<file path="src/rtl/ns2_pkg.sv">
package ns2_pkg;

    localparam int OUT_W = 3;

    typedef enum logic [1:0] {
        ST_IDLE = 2'd0,
        ST_FILL = 2'd1,
        ST_RUN  = 2'd2
    } ns2_state_e;

    // Map a decision bit to its level in units of full scale.
    function automatic logic signed [OUT_W-1:0] unit_level(input logic up);
        return up ? 3'sd1 : -3'sd1;
    endfunction

endpackage

</file>
<file path="src/rtl/ns2_stage.sv">
module ns2_stage #(
    parameter int W = 12
) (
    input  logic                 clk,
    input  logic                 rst,
    input  logic                 en,
    input  logic signed [W+1:0]  din,
    output logic signed [W+1:0]  acc,
    output logic                 decide
);
    localparam int AW = W + 2;
    localparam logic signed [AW-1:0] FS = AW'((1 << (W - 1)) - 1);

    logic signed [AW-1:0] level;

    always_comb begin
        decide = ~acc[AW-1];
        level  = decide ? FS : -FS;
    end

    // Delaying integrator: the difference formed now shows up one step later.
    always_ff @(posedge clk) begin
        if (rst) begin
            acc <= '0;
        end else if (en) begin
            acc <= acc + din - level;
        end
    end

endmodule

</file>
<file path="src/rtl/ns2_recomb.sv">
module ns2_recomb
    import ns2_pkg::*;
(
    input  logic                    clk,
    input  logic                    rst,
    input  logic                    en,
    input  logic                    b1,
    input  logic                    b2,
    output logic signed [OUT_W-1:0] y
);
    logic b2_d;
    logic b1_d;
    logic b1_dd;
    logic signed [OUT_W-1:0] sum;

    // Differentiate stage two, delay stage one twice, then add.
    always_comb begin
        sum = unit_level(b2) - unit_level(b2_d) + unit_level(b1_dd);
    end

    always_ff @(posedge clk) begin
        if (rst) begin
            b2_d  <= 1'b0;
            b1_d  <= 1'b0;
            b1_dd <= 1'b0;
            y     <= '0;
        end else if (en) begin
            b2_d  <= b2;
            b1_d  <= b1;
            b1_dd <= b1_d;
            y     <= sum;
        end
    end

endmodule

</file>
<file path="src/rtl/ns2_seq.sv">
module ns2_seq
    import ns2_pkg::*;
(
    input  logic clk,
    input  logic rst,
    input  logic en,
    output logic valid
);
    ns2_state_e state;
    ns2_state_e state_nxt;
    logic [1:0] fill_cnt;

    always_comb begin
        state_nxt = state;
        unique case (state)
            ST_IDLE: if (en) state_nxt = ST_FILL;
            ST_FILL: if (en && fill_cnt == 2'd3) state_nxt = ST_RUN;
            ST_RUN:  state_nxt = ST_RUN;
            default: state_nxt = ST_IDLE;
        endcase
    end

    always_ff @(posedge clk) begin
        if (rst) begin
            state    <= ST_IDLE;
            fill_cnt <= 2'd0;
        end else if (en) begin
            state    <= state_nxt;
            fill_cnt <= (fill_cnt == 2'd3) ? fill_cnt : fill_cnt + 2'd1;
        end
    end

    always_comb begin
        valid = (state == ST_RUN);
    end

endmodule

</file>
<file path="src/rtl/ns2_cascade.sv">
module ns2_cascade
    import ns2_pkg::*;
#(
    parameter int W = 12
) (
    input  logic                    clk,
    input  logic                    rst,
    input  logic                    smp_en,
    input  logic [W-1:0]            smp_in,
    output logic signed [OUT_W-1:0] dout,
    output logic                    dout_valid
);
    localparam int AW = W + 2;
    localparam logic [W-1:0] MOST_NEG = {1'b1, {(W-1){1'b0}}};
    localparam logic signed [AW-1:0] FS = AW'((1 << (W - 1)) - 1);

    logic [W-1:0]         x_c;
    logic signed [AW-1:0] x_ext;
    logic signed [AW-1:0] acc1;
    logic signed [AW-1:0] acc2;
    logic signed [AW-1:0] res1;
    logic signed [AW-1:0] res1_q;
    logic                 dec1;
    logic                 dec2;

    // Fold the lone most-negative code onto -FS so the range is symmetric.
    always_comb begin
        x_c   = (smp_in == MOST_NEG) ? (MOST_NEG | W'(1)) : smp_in;
        x_ext = {{2{x_c[W-1]}}, x_c};
        res1  = acc1 - (dec1 ? FS : -FS);
    end

    ns2_stage #(.W(W)) stage1_i (
        .clk    (clk),
        .rst    (rst),
        .en     (smp_en),
        .din    (x_ext),
        .acc    (acc1),
        .decide (dec1)
    );

    // The residual is held one step so the second loop sees -Q1 delayed.
    always_ff @(posedge clk) begin
        if (rst) begin
            res1_q <= '0;
        end else if (smp_en) begin
            res1_q <= res1;
        end
    end

    ns2_stage #(.W(W)) stage2_i (
        .clk    (clk),
        .rst    (rst),
        .en     (smp_en),
        .din    (res1_q),
        .acc    (acc2),
        .decide (dec2)
    );

    ns2_recomb recomb_i (
        .clk (clk),
        .rst (rst),
        .en  (smp_en),
        .b1  (dec1),
        .b2  (dec2),
        .y   (dout)
    );

    ns2_seq seq_i (
        .clk   (clk),
        .rst   (rst),
        .en    (smp_en),
        .valid (dout_valid)
    );

endmodule

</file>
<file path="config.mk">
export PLATFORM = sky130hd
export DESIGN_NAME = ns2_cascade
export DESIGN_NICKNAME = d
export VERILOG_FILES = /design/src/rtl/ns2_pkg.sv /design/src/rtl/ns2_stage.sv /design/src/rtl/ns2_recomb.sv /design/src/rtl/ns2_seq.sv /design/src/rtl/ns2_cascade.sv
export SDC_FILE = /design/constraint.sdc
export NUM_CORES = 1
export LEC_CHECK = 0
export ABC_AREA = 0
export ABC_CLOCK_PERIOD_IN_PS = 3200
export CORE_MARGIN = 4
export CORE_UTILIZATION = 56
export DETAILED_ROUTE_END_ITERATION = 10
export PLACE_DENSITY = 0.79
export SLEW_MARGIN = 20
export SYNTH_ARGS = -nofsm -noshare
export SYNTH_HDL_FRONTEND = slang
export SYNTH_SLANG_ARGS = --single-unit
</file>
<file path="constraint.sdc">
create_clock -name clk -period 3.2 [get_ports clk]
set_input_delay 0.8 -clock clk [delete_from_list [all_inputs] [get_ports clk]]
set_output_delay 0.8 -clock clk [all_outputs]
set_load 0.05 [all_outputs]
</file>
# --- After elaboration in Yosys (flattened, before gate mapping) ---
# Index checks and enable logic that the tools add are counted.
word_totals:
  word_cells: 37
  ff_bits: 52
  output_inout_bits: 4
classes:
  n_mux: 8
  n_eq_ne: 5
  add_sub_neg: 8
  bitwise_logic: 3
  n_reduce_logical: 4
ops:
  columns: ["operator", "count"]
  rows:
  - ["subtractor 14 bit", 3]
  - ["two-way mux 14 bit", 2]
  - ["adder 14 x 12 -> 14 bit", 1]
  - ["adder 14 bit", 1]
  - ["equality test 12 bit (second input constant)", 1]
  - ["two-way mux 12 bit", 1]
  - ["two-way mux 3 bit", 3]
  - ["case mux 2 bit (3 select lines)", 1]
  - ["equality test 2 bit (second input constant)", 2]
  - ["AND reduction 2 bit", 2]
  - ["adder 3 bit", 1]
  - ["NOT 1 bit", 3]
  - ["subtractor 3 bit", 1]
  - ["adder 2 x 1 -> 2 bit (second input constant)", 1]
  - ["equality test 2 x 1 -> 1 bit (second input constant)", 1]
  - ["logical NOT 2 bit", 1]
  - ["two-way mux 2 bit", 1]
  - ["inequality test 2 x 1 -> 1 bit (second input constant)", 1]
  - ["logical AND 1 bit", 1]

# --- Logic depth before layout (Yosys ltp) ---
depth:
  word_depth: 4
  mapped_depth: 11

# --- Cells and area by module ---
# A second synthesis with hierarchy kept.
unflattened:
  hier_cells: 524
  area_unflattened_um2: 4639.4
by_module_without_submodules:
  columns: ["module", "cells_each", "seq_area_each_um2", "instances", "area_each_um2"]
  rows:
  - ["ns2_stage at stage1_i", 160, 280.3, 1, 1440.1]
  - ["ns2_stage at stage2_i", 151, 280.3, 1, 1422.6]
  - ["ns2_cascade", 166, 280.3, 1, 1272.5]
  - ["ns2_recomb", 24, 120.1, 1, 259.0]
  - ["ns2_seq", 23, 80.1, 1, 245.2]

# --- Least setup slack after synthesis ---
# No wires, ideal clock.
synth_path:
  kind: "reg2reg"
  from: "register stage1_i.acc[13]"
  to: "register stage1_i.acc[13]"
  arrival_ns: 3.394
  setup_ns: 0.123
  stages_incl_launch_ff: 11
  required_ns: 3.077
  slack_ns: -0.318
  path_cell_list: "dfxtp_1 > inv_1 > fa_1 > inv_1 > ha_1 > a21o_1 > a22o_1 > a2111oi_2 > o211ai_1 > o31ai_1 > mux2_1"
synth_via:
  elab_chain_cells: 2
  elab_cells_between_ends: 3
  cone_classes: "2 x add/sub; 1 x mux"
synth_lines:
  columns: ["element", "line_no", "rtl"]
  rows:
  - ["from (decl)", "ns2_stage.sv:8", "output logic signed [W+1:0] acc,"]
  - ["from (signal assigned)", "ns2_stage.sv:26", "acc <= acc + din - level;"]
  - ["adder 14 x 12 -> 14 bit / two-way mux 14 bit (equally long branches)", "ns2_stage.sv:26, ns2_stage.sv:18", null]
  - ["subtractor 14 bit (*)", "ns2_stage.sv:26", null]
# Every way passes the cells marked *; elsewhere a longest branch is shown, timed or not.
# A chain may end at the register's enable or synchronous reset.

# --- Worst setup path in the final report ---
layout_path:
  from: "input port smp_in[1]"
  to: "register stage1_i.acc[13]"
layout_via:
  elab_chain_cells: 4
layout_lines:
  columns: ["element", "line_no", "rtl"]
  rows:
  - ["from (decl)", "ns2_cascade.sv:9", "input logic [W-1:0] smp_in,"]
  - ["equality test 12 bit", "ns2_cascade.sv:28", "x_c = (smp_in == MOST_NEG) ? (MOST_NEG | W'(1)) : smp_in;"]
  - ["two-way mux 12 bit (*)", "ns2_cascade.sv:28", null]
  - ["adder 14 x 12 -> 14 bit (*)", "ns2_stage.sv:26", null]
  - ["subtractor 14 bit (*)", "ns2_stage.sv:26", null]
# Marked as above.

==> impl_metrics.env <==
export IMPL_status="completed"
export IMPL_slew_viol_final=0
export IMPL_nNetsFinal=618
export IMPL_p_leak_uw=0.00235
export IMPL_grt_pass1_vias=3740
export IMPL_ys_seq_area_share_pct=24.2
export IMPL_slew_headroom_pct=37.3
export IMPL_synthCells=481
export IMPL_synth_edff_count=0
export IMPL_hold_violations=0
export IMPL_power_internal_uw=3460
export IMPL_crit_family="compound AO/OA/AOI/OAI gates"
export IMPL_drc=0
export IMPL_skew_ns=0.00574
export IMPL_cp_depth=11
export IMPL_worstMarginPinSlew_ns=0.937
export IMPL_insertion_delay_ns=0.31
export IMPL_cp_common_cell="inv_1"
export IMPL_synth_most_common_cell="nor2_1"
export IMPL_rows=31
export IMPL_synth_area_um2=4300
export IMPL_clk_path_buf_depth=2
export IMPL_die_area_um2=9150
export IMPL_drt_first_pass_iters=4
export IMPL_yosysTopAreaCellShare_pct=24.2
export IMPL_final_cell_area_um2=5110
export IMPL_swShare_pct=45.7
export IMPL_numPortBuffers=18
export IMPL_routabilityCongestion=0.981
export IMPL_synth_top_area_cell="dfxtp_1"
export IMPL_crit_type="primary input to register"
export IMPL_dp_hpwl_um=7960
export IMPL_clock_power_share_pct=8.4
export IMPL_n_antenna_cell=0
export IMPL_yosysUniqueCellTypes=56
export IMPL_grt_ovfl_total=0
export IMPL_viasPerCell=5.91
export IMPL_synthTopCellsByArea="dfxtp_1, fa_1, ha_1, nor2_1, mux2i_1"
export IMPL_start_util_pct=58.4
export IMPL_drive_gt1_share_pct=15.2
export IMPL_synth_flop_cell="dfxtp_1"
export IMPL_setup_worst_path_end_class="register"
export IMPL_grt_max_degree=32
export IMPL_arrival_ns=3.28
export IMPL_power_density_nw_per_um2=1250
export IMPL_htreeDepth=2
export IMPL_clock_sinks=52
export IMPL_fin_crit_ns=3.08
export IMPL_place_area_um2=4820
export IMPL_die_h_um=95.7
export IMPL_clkSlewWorstSetupHoldPaths_ns=0.10
export IMPL_min_path_cells=2
export IMPL_holdWs_ns=0.472
export IMPL_ir_worst_vdd_mv=0.962
export IMPL_ioPinCount=19
export IMPL_grt_pass1_wl_um=17800
export IMPL_critPathMaxStageDelay_ns=0.50
export IMPL_slowest_stage="fa_1"
export IMPL_syn_to_final_growth_pct=18.8
export IMPL_async_flop_share_pct=0
export IMPL_synth_common_cells="nor2_1, dfxtp_1, ha_1, inv_1"
export IMPL_cp_start_kind="primary input"
export IMPL_path_cells="dlygate4sd2_1, inv_1, fa_1, inv_1, ha_1, a21o_1, a22o_1, a2111oi_4, o211ai_1, o31ai_1, mux2_1"
export IMPL_combPwrFrac_pct=74.7
export IMPL_vias=3727
export IMPL_wl_um=10400
export IMPL_reg2reg_slack_ns=0.22
export IMPL_timing_rr_end="stage2_i.acc[12]$_SDFFE_PP0P_"
export IMPL_r2r_cells=9
export IMPL_worstPathRequired_ns=3.40
export IMPL_clock_root_buffer="clkbuf_8"
export IMPL_setup_viol=0
export IMPL_syn_num_nets=568
export IMPL_rr_startpoint="stage2_i.acc[13]$_SDFFE_PP0P_"
export IMPL_avgSynthCellArea_um2=8.95
export IMPL_antenna_found_initial=0
export IMPL_die_x_um=95.7
export IMPL_post_route_period_util_pct=96.4
export IMPL_ys_ff_latch=52
export IMPL_core_area_um2=7370
export IMPL_numCtsBuffers=5
export IMPL_yosys_warnings=0
export IMPL_tritoncts="yes"
export IMPL_drv_cap=0
export IMPL_p_sw_uw=2910
export IMPL_cp_max_fo=3
export IMPL_hp_start="res1_q[11]$_SDFFE_PP0P_"
export IMPL_wl_per_cell_um=16.5
export IMPL_p_seq_share_pct=16.9
export IMPL_drt_iter0_markers=202
export IMPL_path_buf_inv=3
export IMPL_ant_nets=0
export IMPL_clock_fmax_mhz=324
export IMPL_cts_hold_buf=0
export IMPL_grt_use_total_pct=24.7
export IMPL_hold_class="register to register"
export IMPL_holdPathEnd="res1_q[11]$_SDFFE_PP0P_"
[flip-flops by register name, indices dropped and copies added (netlist names)]
signal / cells
stage2_i.acc: 14
recomb_i.b2_d: 1
recomb_i.b1_dd: 1
stage1_i.acc: 14
seq_i.state: 2
recomb_i.b1_d: 1
res1_q: 14
seq_i.fill_cnt: 2
recomb_i.y: 3
[repair_timing]
item	4_1_cts	5_1_grt
setup endpoints to repair	3	6
pin swaps	11	12
resized for setup	10	19
endpoints found under the hold margin	0	0
setup buffers	0	4
[routing by layer]
metal  global-route usage (%)  share of wire, %  vias to the layer above
met4                     6.16               1.5                        0
li1                         -                 -                     1843
met3                     2.13               3.0                       14
met1                     32.9                46                     1790
met2                     43.2                50                       80
met5                        0                 0                        -
[worst reg2reg max path, stage by stage, from the launching register on]
cell      delay, ns
dfxtp_1        0.40
buf_4          0.21
fa_1           0.45
ha_1           0.40
a211oi_1       0.31
o21bai_1       0.18
a41o_1         0.31
a221oi_1       0.30
xor2_1         0.22
o21ai_1        0.09
[how the worst max path moves through the flow]
stage	start	to
3_3_place_gp	smp_in[2]	stage1_i.acc[10]$_SDFFE_PP0P_
3_5_place_dp	smp_in[2]	stage1_i.acc[10]$_SDFFE_PP0P_
5_1_grt	smp_in[1]	stage1_i.acc[13]$_SDFFE_PP0P_
4_1_cts	smp_in[4]	stage1_i.acc[10]$_SDFFE_PP0P_
6_report	smp_in[1]	stage1_i.acc[13]$_SDFFE_PP0P_
2_1_floorplan	stage2_i.acc[13]$_SDFFE_PP0P_	stage2_i.acc[12]$_SDFFE_PP0P_
[logic make-up (layout without fill, tap and decap cells)]
| group | count (synthesis) | in the layout | share of synthesized area [%] |
|---|---|---|---|
| fa+ha+maj | 72 | 72 | 26.0 |
| simple gates | 123 | 123 | 12.9 |
| flops | 52 | 52 | 24.2 |
| mux | 19 | 19 | 4.45 |
| xor+xnor | 21 | 21 | 4.27 |
| buf+inv | 54 | 105 | 5.47 |
| compound gates | 140 | 140 | 22.7 |
[power by group through the flow]
stage | clock network, µW | registers (µW) | logic [µW]
6_report | 537 | 1080 | 4760
5_1_grt | 576 | 1110 | 5300
4_1_cts | 547 | 1080 | 4550
3_5_place_dp | 0 | 1090 | 4390
3_3_place_gp | 0 | 1080 | 4210
2_1_floorplan | 0 | 1100 | 2970
[stage by stage]
step | instances | util [%] | worst slack (ns) | setup TNS, ns | total power (µW)
floorplan | 481 | - | 0.0315 | 0 | 4070
global placement | 619 | 65.4 | -0.405 | -2.00 | 5290
detailed placement | 619 | 65.4 | -0.511 | -2.59 | 5480
CTS | 627 | 68.0 | 0.00695 | 0 | 6180
global route | 631 | 69.3 | -0.0325 | -0.0325 | 6990
finish | 631 | 69.3 | 0.116 | 0 | 6380
[cell type report]
type	instances	area (µm²)
clock buffers	5	68.8
clock inverters	3	68.8
fillers	572	2260
inverters	32	120
multi-input cells	375	3130
flip-flops and latches	52	1040
well taps	99	124
repair buffers	65	557
[cell usage in the layout, fill, tap and decap left out, types with 14 or more instances in the layout]
cell type   n
nor2_1     60
o21ai_0    22
dfxtp_1    51
xnor2_1    14
inv_1      30
buf_4      46
mux2i_1    18
nand2_1    19
a211oi_1   14
a21oi_1    26
ha_1       38
fa_1       28
(Power assumes the default switching activity.)
